### config.mk
export PLATFORM = sky130hd
export DESIGN_NAME = lp_req_filter
export DESIGN_NICKNAME = d
export VERILOG_FILES = /design/src/rtl/lp_req_filter.sv
export SDC_FILE = /design/constraint.sdc
export NUM_CORES = 1
export LEC_CHECK = 0
export BUFFER_PORTS_ARGS = -buffer_cell sky130_fd_sc_hd__buf_2
export CAP_MARGIN = 10
export CELL_PAD_IN_SITES_DETAIL_PLACEMENT = 0
export CELL_PAD_IN_SITES_GLOBAL_PLACEMENT = 1
export CORE_AREA = 2 2 39 41
export DETAILED_ROUTE_END_ITERATION = 7
export DIE_AREA = 0 0 41 43
export PLACE_DENSITY = 0.6
export SLEW_MARGIN = 10
export SYNTH_ARGS = -nofsm -noshare
export SYNTH_HDL_FRONTEND = slang
export SYNTH_SLANG_ARGS = --single-unit
### constraint.sdc
create_clock -name clk -period 1.65 [get_ports clk]
set_clock_uncertainty 0.2 [all_clocks]
set_input_delay 0.165 -clock clk [delete_from_list [all_inputs] [get_ports clk]]
set_output_delay 0.165 -clock clk [all_outputs]
set_load 0.03 [all_outputs]
### src/rtl/lp_req_filter.sv
module lp_req_filter #(
  parameter int KIND_W = 3,
  parameter logic [KIND_W-1:0] KIND_CFG = 3'd3,
  parameter logic [KIND_W-1:0] KIND_MSG = 3'd4,
  parameter logic [KIND_W-1:0] KIND_CPL = 3'd5
) (
  input  logic              clk,
  input  logic              rst_n,
  input  logic              hdr_vld,
  input  logic [KIND_W-1:0] hdr_kind,
  input  logic              in_d3hot,
  input  logic              err_rpt_en,
  input  logic              cpl_chk_en,
  input  logic              link_in_l0,
  input  logic              msg_ack,
  output logic              accept,
  output logic              unsup_req,
  output logic              unexp_cpl,
  output logic              l0_req,
  output logic              err_msg_req
);

  logic is_allowed, is_cpl, ur_now, uc_now, err_evt, msg_pend;

  assign is_allowed = (hdr_kind == KIND_CFG) || (hdr_kind == KIND_MSG);
  assign is_cpl     = (hdr_kind == KIND_CPL);
  assign ur_now     = hdr_vld && in_d3hot && !is_allowed && !is_cpl;
  assign uc_now     = hdr_vld && in_d3hot && is_cpl && cpl_chk_en;
  assign err_evt    = ur_now && err_rpt_en;

  always_ff @(posedge clk) begin
    if (!rst_n) begin
      accept    <= 1'b0;
      unsup_req <= 1'b0;
      unexp_cpl <= 1'b0;
    end else begin
      accept    <= hdr_vld && !ur_now && !uc_now;
      unsup_req <= ur_now;
      unexp_cpl <= uc_now;
    end
  end

  always_ff @(posedge clk) begin
    if (!rst_n)                     l0_req <= 1'b0;
    else if (err_evt && !link_in_l0) l0_req <= 1'b1;
    else if (link_in_l0)            l0_req <= 1'b0;
  end

  always_ff @(posedge clk) begin
    if (!rst_n)                        msg_pend <= 1'b0;
    else if (err_evt)                  msg_pend <= 1'b1;
    else if (err_msg_req && msg_ack)   msg_pend <= 1'b0;
  end

  assign err_msg_req = msg_pend && link_in_l0;


  d3_allowed_chk: assert property (@(posedge clk) disable iff (!rst_n)
    ($past(hdr_vld) && $past(in_d3hot) && ($past(hdr_kind) == KIND_CFG || $past(hdr_kind) == KIND_MSG))
    |-> (accept && !unsup_req && !unexp_cpl));


  d0_pass_chk: assert property (@(posedge clk) disable iff (!rst_n)
    ($past(hdr_vld) && !$past(in_d3hot)) |-> (accept && !unsup_req && !unexp_cpl));


  idle_quiet_chk: assert property (@(posedge clk) disable iff (!rst_n)
    !$past(hdr_vld) |-> !(accept || unsup_req || unexp_cpl));


  l0_hold_chk: assert property (@(posedge clk) disable iff (!rst_n)
    (l0_req && !link_in_l0) |=> l0_req);


  msg_hold_chk: assert property (@(posedge clk) disable iff (!rst_n)
    (msg_pend && !(err_msg_req && msg_ack)) |=> msg_pend);


  quiet_no_rpt_chk: assert property (@(posedge clk) disable iff (!rst_n)
    (!msg_pend && !err_rpt_en) |=> !msg_pend);


  flag_excl_chk: assert property (@(posedge clk) disable iff (!rst_n)
    $onehot0({accept, unsup_req, unexp_cpl}));

endmodule

Yosys cells after proc, flatten, opt, wreduce, memory -nomap -nowiden
Cells that the tools add are included.
- register bits after elaboration: 5
- word-level logic and storage cells: 31
- equal/unequal tests: 3
- muxes and demuxes: 4
- reduce and logical (&&, ||, !) cells: 19
- operator list (cell ; number):
    $logic_and 1x1->1 ; 11
    $eq 3x3->1 const B ; 2
    $logic_not 1->1 ; 5
    $mux 1 ; 4
    $reduce_bool 2->1 ; 2
    $eq 3x2->1 const B ; 1
    $logic_or 1x1->1 ; 1

Logic depth before layout (Yosys ltp)
- depth after elaboration: 8
- mapped depth: 3

Worst setup path before layout
Ideal clock, no wire load.
- path kind: input -> register
- start: input hdr_kind[0]
- end: register msg_pend
- setup time: 0.059 ns
- data arrival time: 0.720 ns
- data required time: 1.391 ns
- path slack: 0.671 ns
- stages on the path: 3
- path buffers: 0
- cells stage by stage: and3b_1 nor3b_2 a31o_1
- longest elaborated chain between the ends: 7
- elaborated cells on any way between the ends: 11
- those cells by class: eq/ne: 3; mux: 1; reduce/logical: 7
- RTL lines (element ; line ; source):
    start, declared ; 10 ; input logic [KIND_W-1:0] hdr_kind,
    $eq 3x2->1 / $eq 3x3->1 (equally long branches) ; 25 ; assign is_allowed = (hdr_kind == KIND_CFG) || (hdr_kind == KIND_MSG);
    $logic_or 1x1->1 ; 25 ;
    $logic_not 1->1 ; 27 ; assign ur_now = hdr_vld && in_d3hot && !is_allowed && !is_cpl;
    $logic_and 1x1->1 ; 27 ;
    $logic_and 1x1->1 * ; 27 ;
    $logic_and 1x1->1 * ; 29 ; assign err_evt = ur_now && err_rpt_en;
    $mux 1 / $reduce_bool 2->1 (equally long branches) ; -- ;
    end signal, assigned ; 50 ; if (!rst_n) msg_pend <= 1'b0;
    end signal, assigned ; 51 ; else if (err_evt) msg_pend <= 1'b1;
    end signal, assigned ; 52 ; else if (err_msg_req && msg_ack) msg_pend <= 1'b0;
    end, declared ; 23 ; logic is_allowed, is_cpl, ur_now, uc_now, err_evt, msg_pend;
Every way passes the cells marked *; elsewhere a longest branch is shown, timed or not.
A chain may end at the register's enable or synchronous reset.

Worst setup path after layout
- start: input hdr_vld
- end: register msg_pend
- longest elaborated chain between the ends: 5
- elaborated cells on any way between the ends: 6
- those cells by class: mux: 1; reduce/logical: 5
- RTL lines (element ; line ; source):
    start, declared ; 9 ; input logic hdr_vld,
    $logic_and 1x1->1 * (3 in a row) ; 27 ;
    $logic_and 1x1->1 * ; 29 ;
    $mux 1 / $reduce_bool 2->1 (equally long branches) ; -- ;
Marks and branches as above.

==> summary.md <==
| Metric | Value |
|---|---|
| Outcome | `finished clean` |
| Vias in the first global route | `216` |
| Req. time, crit path | `1.63 ns` |
| Worst slew margin | `82.2%` |
| Max VDD drop | `0.000185 V` |
| RD Place Congestion | `0.591` |
| XOR/XNOR share of the synthesized area | `0%` |
| Post-Synth Adder-Cell Area | `0%` |
| WS Path Type | `in -> reg` |
| First-pass GRT wire length | `786 µm` |
| Gr ovfl total | `0` |
| Initial DRC count | `3` |
| Crit path capture type | `register` |
| Ant. Diodes | `0` |
| GRT Overall Usage | `7.41%` |
| Fmax | `757 MHz` |
| Net count after synthesis | `33` |
| HPWL Detailed | `392 µm` |
| Post-synthesis simple-gate area fraction | `40.6%` |
| Routed Antenna Nets | `0` |
| DR WL/cell | `8.59 µm` |
| Post-cts repair resize count | `0` |
| Final worst setup slack | `0.328 ns` |
| Part of the Yosys area used for sequential elements | `48.5%` |
| Crit path DAT | `1.30 ns` |
| Hold WS | `0.0155 ns` |
| Clk pin slew, worst setup/hold paths | `0.04 ns` |
| Synth warnings | `0` |
| Worst-Skew Late Latency | `0.24 ns` |
| # Post-CTS Setup Buffers | `0` |
| Top cells by area, synth | `dfxtp_1 (48%), and2_1 (9.1%), nand2_1 (7.3%)` |
| CTS tree | `built` |
| Initial Utilization | `14.9%` |
| Mux share of post-synthesis cell area | `0%` |
| Cts bufs inserted | `3` |
| Largest family of logic cells by synthesized area | `simple AND/OR/NAND/NOR gates` |
| Share of layout cells above drive strength 1 | `44.2%` |
| Compound-Gate Fraction of Synth Area | `9.09%` |
| R2R Setup Slk | `0.74 ns` |
| Cell Pwr Density | `886 nW/µm²` |
| Slew @ Worst Pin | `0.265 ns` |
| Area grow syn2layout | `68.5%` |
| Fin. max-slew vios | `0` |
| Setup TNS | `0 ns` |
| Final Hold Fails | `0` |
| Clock buffer depth | `2` |
| H-tree depth | `1` |
| Synth Cell Area | `206 µm²` |
| Commonest non-fill, non-tap cell in the layout | `buf_2` |
| Chip Width | `41 µm` |
| CP Max Fanout | `4` |
| Die height | `43 µm` |
| Mapped Avg Cell Area | `9.38 µm²` |
| Nets@finish | `55` |
| Std-Cell Rows | `14` |
| Pre-CTS setup slack | `0.470 ns` |
| Root buffer cell | `clkbuf_4` |
| Setup crit start kind | `input port` |
| Largest net degree at the start of global routing | `8` |
| Yosys cell types | `11` |
| FF+latch count, synth | `5` |
| Core box area | `1380 µm²` |
| I/O Pins | `16` |
| Most frequent cells in the layout | `buf_2 (15), dfxtp_1 (5), nand2_1 (4)` |
| Final period util | `80.1%` |
| Area leader, netlist | `dfxtp_1` |
| DRC viols | `0` |
| Final setup violation count | `0` |
| Detailed Routing Iterations Pass 1 | `4` |
| Max_cap viols | `0` |
| Final Critical Period | `1.32 ns` |
| Input/output buffers | `15` |
| Post-layout util | `25.1%` |
| Min-delay worst type | `in -> reg` |
| DIE AREA | `1760 µm²` |
| RSZ-0062 raised after global routing | `false` |
| Leakage | `0.185 nW` |
| Initial antenna violation count | `0` |
| Routed via count | `233` |
| Area share of the largest cell type after synthesis | `48.5%` |
| Final wirelength | `507 µm` |
| Sink Count | `5` |
| Drt via density | `3.95` |
| Mapped Cells | `22` |
sequential cells by signal, indices dropped and copies added (netlist names):
register / count
msg_pend: 1
unsup_req: 1
l0_req: 1
accept: 1
unexp_cpl: 1
synth_stat cells:
| master | n |
|---|---|
| nand2b_1 | 1 |
| and2_1 | 3 |
| a31o_1 | 1 |
| nor3b_2 | 1 |
| a32o_1 | 1 |
| dfxtp_1 | 5 |
| nor3_1 | 2 |
| and3b_1 | 1 |
| and3_1 | 2 |
| nand2_1 | 4 |
| inv_1 | 1 |
power by group:
part / leakage [nW] / total [mW] / switching [mW] / internal, mW
sequential: 0.0408 / 0.126 / 0.00123 / 0.125
clock: 0.0150 / 0.141 / 0.0492 / 0.0914
combinational: 0.129 / 0.0413 / 0.0209 / 0.0204
metrics by stage:
| step | instances | power [mW] | instance area [µm²] |
|---|---|---|---|
| floorplan | 22 | 0.147 | 206 |
| global placement | 53 | 0.166 | 302 |
| detailed placement | 53 | 0.166 | 302 |
| CTS | 59 | 0.318 | 348 |
| global route | 59 | 0.331 | 348 |
| finish | 59 | 0.308 | 348 |
final cells by class:
cell class              instances  area [µm²]
inverters                       1        3.75
repair buffers                 17        95.1
fillers                       159        1040
multi-input cells              16         103
flip-flops and latches          5         100
well taps                      16        20.0
clock buffers                   4        26.3
worst paths after layout:
| kind | start | endpoint | depth (start not counted) |
|---|---|---|---|
| min | rst_n | accept | 3 |
| max reg2reg | msg_pend | msg_pend | 2 |
| max | hdr_vld | msg_pend | 5 |
| min reg2reg | l0_req | l0_req | 1 |
metal layers:
layer / wire, µm / up-vias / global-route usage [%] / share of wire [%]
li1: - / 118 / - / -
met1: 218 / 97 / 7.03 / 43
met2: 199 / 16 / 9.69 / 39
met3: 78 / 2 / 4.71 / 15
met4: 11 / 0 / 8.00 / 2.2
met5: 0 / - / 0 / 0
worst max-delay path: stages:
cell	delay [ns]
dlygate4sd3_1	0.52
buf_2	0.11
nand2_1	0.07
nor3b_2	0.27
a31o_1	0.17
kinds of logic after synthesis:
logic type / Yosys count
buffers and inverters: 1
AND/OR/NAND/NOR: 14
AO/OA/AOI/OAI: 2
flip-flops: 5
repair_timing:
| action | in CTS | in global routing |
|---|---|---|
| hold buffers | 2 | 0 |
| hold endpoints to repair | 2 | 0 |
| endpoints found under the setup margin | 0 | 0 |
No activity file was read; power rests on OpenSTA's default activity.
